## config.mk

```make
export PLATFORM = sky130hd
export DESIGN_NAME = fwc_flash_ctl
export DESIGN_NICKNAME = d
export VERILOG_FILES = /design/src/rtl/fwc_pkg.sv /design/src/rtl/fwc_bit_ctrl.sv /design/src/rtl/fwc_route.sv /design/src/rtl/fwc_rd_mux.sv /design/src/rtl/fwc_flash_ctl.sv
export SDC_FILE = /design/constraint.sdc
export NUM_CORES = 1
export LEC_CHECK = 0
export ABC_AREA = 1
export BUFFER_PORTS_ARGS = -buffer_cell sky130_fd_sc_hd__buf_2
export CORE_ASPECT_RATIO = 0.75
export CORE_UTILIZATION = 26
export CTS_CLUSTER_DIAMETER = 150
export DETAILED_ROUTE_END_ITERATION = 16
export PLACE_DENSITY = 0.79
export SLEW_MARGIN = 30
export SYNTH_ARGS = -nofsm -noshare
export SYNTH_HDL_FRONTEND = slang
export SYNTH_HIERARCHICAL = 1
export SYNTH_SLANG_ARGS = --single-unit
```

## constraint.sdc

```tcl
create_clock -name clk -period 1.3 [get_ports clk]
set_input_delay 0.26 -clock clk [delete_from_list [all_inputs] [get_ports clk]]
set_output_delay 0.26 -clock clk [all_outputs]
set_load 0.1 [all_outputs]
```

## src/rtl/fwc_pkg.sv

```systemverilog
package fwc_pkg;

    localparam int unsigned BYTE_W     = 8;
    localparam int unsigned PWE_BIT    = 0;
    localparam int unsigned ERASE_BIT  = 1;
    localparam int unsigned SECURE_BIT = 6;
    localparam int unsigned PREBOOT_BIT = 7;

    typedef struct packed {
        logic secure;
        logic erase;
        logic pwe;
    } ctrl_t;

    typedef enum logic [1:0] {
        ROUTE_IDLE  = 2'd0,
        ROUTE_RAM   = 2'd1,
        ROUTE_FLASH = 2'd2
    } route_t;

    // Readback image: erase arm is write-only, spare bits are zero.
    function automatic logic [BYTE_W-1:0] status_byte(ctrl_t c, logic preboot_act);
        logic [BYTE_W-1:0] b;
        b              = '0;
        b[PWE_BIT]     = c.pwe;
        b[SECURE_BIT]  = c.secure;
        b[PREBOOT_BIT] = preboot_act;
        return b;
    endfunction

    function automatic route_t pick_route(logic wr, logic via_dptr, logic pwe);
        if (!wr)
            return ROUTE_IDLE;
        else if (pwe && via_dptr)
            return ROUTE_FLASH;
        else
            return ROUTE_RAM;
    endfunction

endpackage

```

## src/rtl/fwc_bit_ctrl.sv

```systemverilog
module fwc_bit_ctrl
    import fwc_pkg::*;
(
    input  logic              clk,
    input  logic              rst,
    input  logic              wr_hit,
    input  logic [BYTE_W-1:0] wdata,
    input  logic              int_en,
    input  logic              byte_done,
    input  logic              erase_done,
    output ctrl_t             q
);

    logic pwe_wr_ok;
    assign pwe_wr_ok = wr_hit && !int_en;

    always_ff @(posedge clk) begin
        if (rst) begin
            q <= '0;
        end else begin
            // Hardware completion clears first; a permitted write overrides.
            if (byte_done)
                q.pwe <= 1'b0;
            if (pwe_wr_ok)
                q.pwe <= wdata[PWE_BIT];

            if (erase_done)
                q.erase <= 1'b0;
            if (wr_hit)
                q.erase <= wdata[ERASE_BIT];

            // Set-only latch.
            if (wr_hit && wdata[SECURE_BIT])
                q.secure <= 1'b1;
        end
    end

endmodule

```

## src/rtl/fwc_route.sv

```systemverilog
module fwc_route
    import fwc_pkg::*;
(
    input  logic   mov_wr,
    input  logic   mov_via_dptr,
    input  logic   pwe,
    output route_t route,
    output logic   flash_stb,
    output logic   ram_stb
);

    always_comb begin
        route     = pick_route(mov_wr, mov_via_dptr, pwe);
        flash_stb = (route == ROUTE_FLASH);
        ram_stb   = (route == ROUTE_RAM);
    end

endmodule

```

## src/rtl/fwc_rd_mux.sv

```systemverilog
module fwc_rd_mux
    import fwc_pkg::*;
#(
    parameter int unsigned DW = 32
) (
    input  logic              addr_hit,
    input  ctrl_t             ctrl,
    input  logic              preboot,
    input  logic [DW-1:0]     ext_in,
    output logic [BYTE_W-1:0] rdata,
    output logic [DW-1:0]     ext_out
);

    always_comb begin
        rdata   = addr_hit ? status_byte(ctrl, preboot) : '0;
        ext_out = ctrl.secure ? '0 : ext_in;
    end

endmodule

```

## src/rtl/fwc_flash_ctl.sv

```systemverilog
module fwc_flash_ctl
    import fwc_pkg::*;
#(
    parameter logic [7:0]  SFR_ADDR = 8'hB2,
    parameter int unsigned DW       = 32
) (
    input  logic          clk,
    input  logic          rst,
    input  logic [7:0]    sfr_addr,
    input  logic          sfr_wr,
    input  logic [7:0]    sfr_wdata,
    output logic [7:0]    sfr_rdata,
    input  logic          int_en,
    input  logic          mov_wr,
    input  logic          mov_via_dptr,
    output logic          flash_wr_stb,
    output logic          ram_wr_stb,
    input  logic          flash_byte_done,
    input  logic          erase_done,
    input  logic          preboot,
    output logic          pgm_wr_en,
    output logic          erase_req,
    output logic          secure,
    input  logic [DW-1:0] ext_rd_data_i,
    output logic [DW-1:0] ext_rd_data_o
);

    logic   addr_hit;
    logic   wr_hit;
    ctrl_t  ctrl_q;
    route_t route;

    assign addr_hit = (sfr_addr == SFR_ADDR);
    assign wr_hit   = sfr_wr && addr_hit;

    fwc_bit_ctrl u_bits (
        .clk        (clk),
        .rst        (rst),
        .wr_hit     (wr_hit),
        .wdata      (sfr_wdata),
        .int_en     (int_en),
        .byte_done  (flash_byte_done),
        .erase_done (erase_done),
        .q          (ctrl_q)
    );

    fwc_route u_route (
        .mov_wr       (mov_wr),
        .mov_via_dptr (mov_via_dptr),
        .pwe          (ctrl_q.pwe),
        .route        (route),
        .flash_stb    (flash_wr_stb),
        .ram_stb      (ram_wr_stb)
    );

    fwc_rd_mux #(.DW(DW)) u_rd (
        .addr_hit (addr_hit),
        .ctrl     (ctrl_q),
        .preboot  (preboot),
        .ext_in   (ext_rd_data_i),
        .rdata    (sfr_rdata),
        .ext_out  (ext_rd_data_o)
    );

    assign pgm_wr_en = ctrl_q.pwe;
    assign erase_req = ctrl_q.erase;
    assign secure    = ctrl_q.secure;

endmodule

```

==> results of run 1 <==
-- metrics by stage --
step	setup slack, ns	TNS, ns	instances
2_1_floorplan	-0.212	-6.74	123
3_3_place_gp	-0.00581	-0.00581	232
3_5_place_dp	-0.113	-0.410	232
==> results.toml, run 1 <==
[place]
placedInstanceArea_sq_um = 1900
port_buffers = 91
place.gp.congestion = 0.651
place_hpwl_um = 2930

[clocking]
post_cts_buffers = 2
numCtsBuffers = 3
cts.root.buffer_cell = "clkbuf_4"
postCtsResizedCells = 9
htree_num_levels = 1
hold_buffers = 0
clock_path_buffers = 2

[die]
fp.dieH_um = 42.1
num_io_pins = 102
initial_core_util_pct = 27.7
dieWidth_um = 55.5
core.rowCount = 14

[status]
run.stop_error = "[ERROR DPL-0033] detailed placement checks failed during check placement."
status = "did not finish"
stop_stage = "4_1_cts"

[yosys]
synth_warnings = 6
syn_area_sq_um = 558
avgSynthCellArea_sq_um = 4.69
postSynthCellCount = 119
==> run 2, diff against run 1 <==
--- a/config.mk
+++ b/config.mk
@@ -7,11 +7,10 @@
 export LEC_CHECK = 0
 export ABC_AREA = 1
 export BUFFER_PORTS_ARGS = -buffer_cell sky130_fd_sc_hd__buf_2
-export CORE_ASPECT_RATIO = 0.75
-export CORE_UTILIZATION = 26
-export CTS_CLUSTER_DIAMETER = 150
+export CORE_AREA = 2 2 63 65
 export DETAILED_ROUTE_END_ITERATION = 16
-export PLACE_DENSITY = 0.79
+export DIE_AREA = 0 0 65 67
+export PLACE_DENSITY_LB_ADDON = 0.15
 export SLEW_MARGIN = 30
 export SYNTH_ARGS = -nofsm -noshare
 export SYNTH_HDL_FRONTEND = slang
==> results.toml, run 2 <==
[status]
violations = "setup timing"
status = "finished with violations"

[timing]
skew_ns = 0
final.setup.worst_slack_ns = -0.0526
setup_violations = 33
period_needed_ns = 1.35
slew_violations = 0
rsz0062_at_grt = "yes"
fmax_ghz = 0.739
finalHoldViolCount = 0
layout_worst_path_cycle_share_pct = 104

[power]
peakVddDrop_uv = 415
p_sw_uw = 660
powerDensity_nw_per_um2 = 608
p_sw_share_pct = 51.4
pwr-share-comb_pct = 72.2
power_frac_seq_pct = 6.9
clock_power_share_pct = 20.8
leakage_uw = 0.00109
power.internal_uw = 624

[clocking]
htree_num_levels = 1
cts_tree = "done"
clock_sink_count = 3
clock_path_buffers = 2
numCtsBuffers = 3
clkTransAtPathRegs_ns = 0.03
clock_latency_ns = 0.21
cts.root.buffer_cell = "clkbuf_8"
hold_buffers = 0

[final_layout]
final_cell_area_sq_um = 2110
layout_common_cells = "49 x buf_2, 43 x inv_1, 40 x buf_12"
layout-area-overhead-vs-synth_pct = 278
n_antenna_cell = 0
fillers = 323
nets = 277
largest-register = "u_bits/q"
multi_input_area_sq_um = 515
area.sequential_sq_um = 67.6
drive_above_1_share_pct = 69.9
layout_commonest_cell = "buf_2"
largest_register_ffs = 3
reg_top3 = "u_bits/q: 3 flops"

[yosys]
syn_area_sq_um = 558
avgSynthCellArea_sq_um = 4.69
postSynthCellCount = 119
synth_warnings = 6

[die]
num_io_pins = 102
fp.dieH_um = 67
core-area_sq_um = 3610
core.rowCount = 22
die-area_sq_um = 4360
initial_core_util_pct = 15.5
dieWidth_um = 65

[drt]
drc = 0
drt_iter0_drc = 13
ant_nets = 0
viasPerCell = 3.61
routed_wirelength_um = 2570
via_count = 964
wl_per_cell_um = 9.62
first_pass_iters = 2

[grt]
grt.total_usage_pct = 10.9
gr-total-overflow = 0
grt_max_degree = 14
grt_pass1_vias = 814
antenna_found_initial = 0
grt_pass1_wl_um = 3680

[place]
placedInstanceArea_sq_um = 1920
place_hpwl_um = 2100
pre_cts_slack_ns = -0.00406
port_buffers = 91
place.gp.congestion = 0.631

[setup_path]
worstSetupPathType = "reg -> out"
worstPathArrival_ns = 1.09
critPathCaptureType = "output pin"
required_ns = 1.04
critPathMaxFanout = 7
rrSetupSlack_ns = 0.47
critPathLaunchType = "flop"

[worst_hold_path]
hp-class = "in -> reg"

[job]
maxCapViolCount = 0
==> run 2: power groups by stage <==
stage / clock network [uW] / logic (uW) / registers (uW)
after floorplan: 0 / 603 / 90.9
after global placement: 0 / 915 / 90.2
after detailed placement: 0 / 921 / 90.2
after CTS: 278 / 924 / 89.0
after global routing: 295 / 957 / 88.9
final: 267 / 927 / 89.0
==> run 2: metal layers <==
metal	global-route usage, %	vias to the layer above	share of wire, %
met4	3.19	0	0
met2	21.1	42	59
met5	0	-	0
met1	11.0	421	32
met3	3.55	0	8.9
li1	-	501	-
==> run 2: layout make-up <==
class                   instances  area share, %
flip-flops and latches          3           3.20
repair buffers                101           58.0
inverters                      49           9.37
well taps                      48           2.85
clock buffers                   4           2.13
multi-input cells              62           24.4
==> run 2: per-stage QoR <==
step | std cells | setup TNS [ns] | power (uW) | util [%] | hold WS [ns]
2_1_floorplan | 123 | -6.74 | 694 | - | 0.323
3_3_place_gp | 257 | -0.0401 | 1010 | 53.3 | 0.431
3_5_place_dp | 257 | -0.00486 | 1010 | 53.3 | 0.430
4_1_cts | 264 | -1.49 | 1290 | 56.6 | 0.204
5_1_grt | 267 | -2.65 | 1340 | 58.5 | 0.206
6_report | 267 | -1.06 | 1280 | 58.5 | 0.209
==> run 2: final timing paths <==
check / from / cells past startpoint / to
max: u_bits/q[2] / 3 / ext_rd_data_o[23]
min: rst / 2 / u_bits/q[2]
max reg2reg: u_bits/q[2] / 3 / u_bits/q[2]
min reg2reg: u_bits/q[1] / 2 / u_bits/q[1]
==> run 2: what timing repair did <==
| item | in CTS | in global routing |
|---|---|---|
| endpoints found under the setup margin | 35 | 36 |
| cloned | 2 | 1 |
| setup buffers | 1 | 2 |
| gates resized for setup | 5 | 11 |
| pin swaps | 0 | 3 |
==> run 2: worst max-delay path, cell delays in order (launching register included) <==
cell       delay [ns]
dfxtp_4          0.40
clkbuf_16        0.19
nor2_4           0.10
buf_12           0.18
Note: power is estimated with default switching activity, not from simulation.
==> run 3, diff against run 2 <==
--- a/config.mk
+++ b/config.mk
@@ -8,6 +8,7 @@
 export ABC_AREA = 1
 export BUFFER_PORTS_ARGS = -buffer_cell sky130_fd_sc_hd__buf_2
 export CORE_AREA = 2 2 63 65
+export CTS_BUF_LIST = sky130_fd_sc_hd__clkbuf_2
 export DETAILED_ROUTE_END_ITERATION = 16
 export DIE_AREA = 0 0 65 67
 export PLACE_DENSITY_LB_ADDON = 0.15
==> results.toml, run 3 (synthesis gave the netlist of run 2 again) <==
[status]
status = "finished with violations"
violations = "setup timing"

[timing]
layout_worst_path_cycle_share_pct = 104
fmax_ghz = 0.742
slew_violations = 0
rsz0062_at_grt = "yes"
setup_violations = 33
skew_ns = 0
period_needed_ns = 1.35
fin_tns_setup_ns = -0.932
final.setup.worst_slack_ns = -0.0482
finalHoldViolCount = 0

[clocking]
numCtsBuffers = 3
clock_path_buffers = 2
clkTransAtPathRegs_ns = 0.04
cts.root.buffer_cell = "clkbuf_2"
clock_latency_ns = 0.20
htree_num_levels = 1
clock_sink_count = 3
cts_tree = "done"

[setup_path]
critPathMaxFanout = 7
crit_slowest_cell = "dfxtp_4"
reg2reg_from = "u_bits/q[2]"
crit_buf_inv = 2
rrSetupSlack_ns = 0.47
critPathTopFamily = "flip-flops"
worstSetupPathType = "reg -> out"
cpPeakStageDelay_ns = 0.40
rr_worst_depth = 3
path_depth = 3
cp_cell_sequence = "clkbuf_16 > nor2_4 > buf_12"
critPathLaunchType = "flop"
required_ns = 1.04
r2r-end = "u_bits/q[2]"
critPathCaptureType = "output pin"
worstPathArrival_ns = 1.09

[grt]
grt.total_usage_pct = 10.9
grt_max_degree = 14
antenna_found_initial = 0
grt_pass1_wl_um = 3670
gr-total-overflow = 0
grt_pass1_vias = 816

[worst_hold_path]
min_from = "rst"
hold_depth = 2
whs_endpoint = "u_bits/q[2]"
hp-class = "in -> reg"

[final_layout]
layout_common_cells = "49 x buf_2, 43 x inv_1, 40 x buf_12"
n_antenna_cell = 0
layout_commonest_cell = "buf_2"
drive_above_1_share_pct = 70.3
reg_top3 = "u_bits/q: 3 flops"
layout-area-overhead-vs-synth_pct = 274
final_cell_area_sq_um = 2090
largest-register = "u_bits/q"
nets = 277
largest_register_ffs = 3
instances_no_fill = 267
finish.utilization_pct = 57.8

[drt]
wl_per_cell_um = 9.61
drt_iter0_drc = 11
ant_nets = 0
first_pass_iters = 3
drc = 0
routed_wirelength_um = 2570
via_count = 969
viasPerCell = 3.63

[die]
core.rowCount = 22
dieWidth_um = 65
num_io_pins = 102
core-area_sq_um = 3610
fp.dieH_um = 67
initial_core_util_pct = 15.5
die-area_sq_um = 4360

[job]
maxCapViolCount = 0

[power]
fin_total_pwr_uw = 1150
leakage_uw = 0.00109
peakVddDrop_uv = 347
powerDensity_nw_per_um2 = 549

[place]
placedCellCount = 257
placedInstanceArea_sq_um = 1920
place_hpwl_um = 2100
place.gp.congestion = 0.631
port_buffers = 91
run 3: cell counts in the layout (fill, tap and decap cells not counted):
Identical to the previous run, type by type.
run 3: per-stage QoR:
| step | hold WS [ns] | worst slack (ns) |
|---|---|---|
| 6_report | 0.218 | -0.0482 |
| 5_1_grt | 0.185 | -0.119 |
| 4_1_cts | 0.202 | -0.0725 |
| 3_5_place_dp | 0.430 | -0.00406 |
| 3_3_place_gp | 0.431 | -0.0163 |
| 2_1_floorplan | 0.323 | -0.212 |
run 3: area by class of cell:
class / count / area (sq um)
Clock buffer: 4 / 20.0
Fill cell: 327 / 1520
Inverter: 49 / 198
Multi-Input combinational cell: 62 / 515
Sequential cell: 3 / 67.6
Tap cell: 48 / 60.1
Timing Repair Buffer: 101 / 1220
run 3: power breakdown:
part / switching (uW) / internal, uW / leakage (uW)
clock network: 48.5 / 81.2 / 0.0000166
registers: 0.284 / 88.4 / 0.0000258
logic: 601 / 326 / 0.00104
run 3: worst max-delay path by stage:
stage / to / startpoint / slack (ns)
6_report: ext_rd_data_o[23] / u_bits/q[2] / -0.05
5_1_grt: ext_rd_data_o[26] / u_bits/q[2] / -0.12
3_3_place_gp: sfr_rdata[0] / sfr_addr[6] / -0.02
2_1_floorplan: ext_rd_data_o[0] / u_bits/q[2] / -0.21
4_1_cts: ext_rd_data_o[23] / u_bits/q[2] / -0.07
3_5_place_dp: sfr_rdata[7] / sfr_addr[6] / -0.004
run 3: what timing repair did:
item                                    in CTS  in global routing
hold buffers                                 0                  0
buffers inserted                             1                  2
gates cloned                                 2                  1
endpoints found under the setup margin      35                 37
pin swaps                                    0                  4
gates resized for setup                      5                 11
run 3: per-layer routing:
metal | routed length (um) | vias to the layer above | GRT usage [%]
met3 | 234 | 0 | 3.55
met4 | 0 | 0 | 3.19
met1 | 829 | 422 | 10.9
li1 | - | 503 | -
met5 | 0 | - | 0
met2 | 1500 | 44 | 21.1
==> run 4, diff against run 3 <==
--- a/config.mk
+++ b/config.mk
@@ -12,6 +12,7 @@
 export DETAILED_ROUTE_END_ITERATION = 16
 export DIE_AREA = 0 0 65 67
 export PLACE_DENSITY_LB_ADDON = 0.15
+export SETUP_SLACK_MARGIN = 0.1
 export SLEW_MARGIN = 30
 export SYNTH_ARGS = -nofsm -noshare
 export SYNTH_HDL_FRONTEND = slang
==> results.toml, run 4 (synthesis gave the netlist of run 2 again) <==
[status]
status = "finished with violations"
violations = "setup timing"

[final_layout]
layout_commonest_cell = "buf_2"
instances_no_fill = 265
layout_common_cells = "47 x buf_2, 42 x buf_12, 41 x inv_1"
largest_register_ffs = 3
drive_above_1_share_pct = 73.3
largest-register = "u_bits/q"
layout-area-overhead-vs-synth_pct = 278
reg_top3 = "u_bits/q: 3 flops"
nets = 275
n_antenna_cell = 0

[timing]
rsz0062_at_grt = "yes"
finalHoldViolCount = 0
skew_ns = 0
hold_slack_ns = 0.205
final.setup.worst_slack_ns = -0.0199
fin_tns_setup_ns = -0.413
period_needed_ns = 1.32
fmax_ghz = 0.758
setup_violations = 27
layout_worst_path_cycle_share_pct = 102
slew_violations = 0

[place]
port_buffers = 91
placedCellCount = 259
place.gp.congestion = 0.645
place_hpwl_um = 2310

[drt]
ant_nets = 0
routed_wirelength_um = 2570
first_pass_iters = 3
routed.top_layer = "met4"
viasPerCell = 3.64
met1Wirelength_um = 803
drt_iter0_drc = 17
route.met2.wl_um = 1530
routed-wl-met3_um = 203
via_count = 965
wl_per_cell_um = 9.71
drc = 0

[setup_path]
worstPathArrival_ns = 1.06
critPathMaxFanout = 12
r2r-end = "u_bits/q[2]"
worstSetupPathType = "reg -> out"
reg2reg_from = "u_bits/q[2]"
required_ns = 1.04
rr_worst_depth = 3
crit_start = "u_bits/q[2]"
critPathCaptureType = "output pin"
rrSetupSlack_ns = 0.48
critPathLaunchType = "flop"
crit_path_end = "ext_rd_data_o[18]"

[clocking]
cts.root.buffer_cell = "clkbuf_2"
cts_tree = "done"
hold_buffers = 0
htree_num_levels = 1
clock_path_buffers = 2
clock_sink_count = 3
numCtsBuffers = 3
clock_latency_ns = 0.21
clkTransAtPathRegs_ns = 0.05

[die]
fp.dieH_um = 67
core-area_sq_um = 3610
num_io_pins = 102
initial_core_util_pct = 15.5
dieWidth_um = 65
core.rowCount = 22
die-area_sq_um = 4360

[grt]
antenna_found_initial = 0
grt_max_degree = 13
grt_pass1_vias = 928
gr-total-overflow = 0
grt_pass1_wl_um = 4170
grt.total_usage_pct = 12.2

[job]
maxCapViolCount = 0

[power]
leakage_uw = 0.00111
fin_total_pwr_uw = 1180
powerDensity_nw_per_um2 = 559
peakVddDrop_uv = 267

[worst_hold_path]
hp-class = "in -> reg"
run 4: metrics by stage:
step | util (%) | setup WS [ns] | cell area (sq um)
finish | 58.4 | -0.0199 | 2110
global route | 58.4 | -0.0680 | 2110
CTS | 57.0 | -0.0384 | 2050
detailed placement | 55.0 | -0.0832 | 1980
global placement | 55.0 | -0.0958 | 1980
floorplan | - | -0.212 | 910
run 4: worst min path at each step:
| stage | start | slack, ns | cells after the start | end |
|---|---|---|---|---|
| 3_5_place_dp | rst | 0.43 | 2 | u_bits/q[2] |
| 4_1_cts | rst | 0.19 | 2 | u_bits/q[2] |
| 6_report | rst | 0.21 | 2 | u_bits/q[2] |
| 3_3_place_gp | rst | 0.43 | 2 | u_bits/q[2] |
| 2_1_floorplan | rst | 0.32 | 1 | u_bits/q[2] |
| 5_1_grt | rst | 0.22 | 2 | u_bits/q[2] |
run 4: report_power, final:
group | internal, uW | switching (uW) | total, uW
Combinational | 335 | 615 | 950
Sequential | 88.2 | 0.234 | 88.5
Clock | 81.2 | 56.9 | 138
Total | 505 | 672 | 1180
run 4: what timing repair did:
| item | 4_1_cts | 5_1_grt |
|---|---|---|
| buffers inserted | 2 | 0 |
| pin swaps | 9 | 3 |
| resized for setup | 11 | 13 |
| endpoints found under the setup margin | 37 | 41 |
run 4: cell type report:
type,instances,area [sq um]
clock buffer,4,20.0
inverter,49,220
multi-input combinational,62,561
tap,48,60.1
fill,321,1500
sequential,3,68.8
timing repair buffer,99,1180
run 4: per-layer routing:
| metal | GRT usage, % | up-vias |
|---|---|---|
| met2 | 24.2 | 43 |
| met3 | 2.03 | 4 |
| met5 | 0 | - |
| met4 | 5.59 | 0 |
| met1 | 12.1 | 425 |
| li1 | - | 493 |
run 4: worst max-delay path: stages, from the launching register on:
cell and delay, ns:
dfxtp_4 0.38, buf_12 0.17, nor2_4 0.11, buf_12 0.18
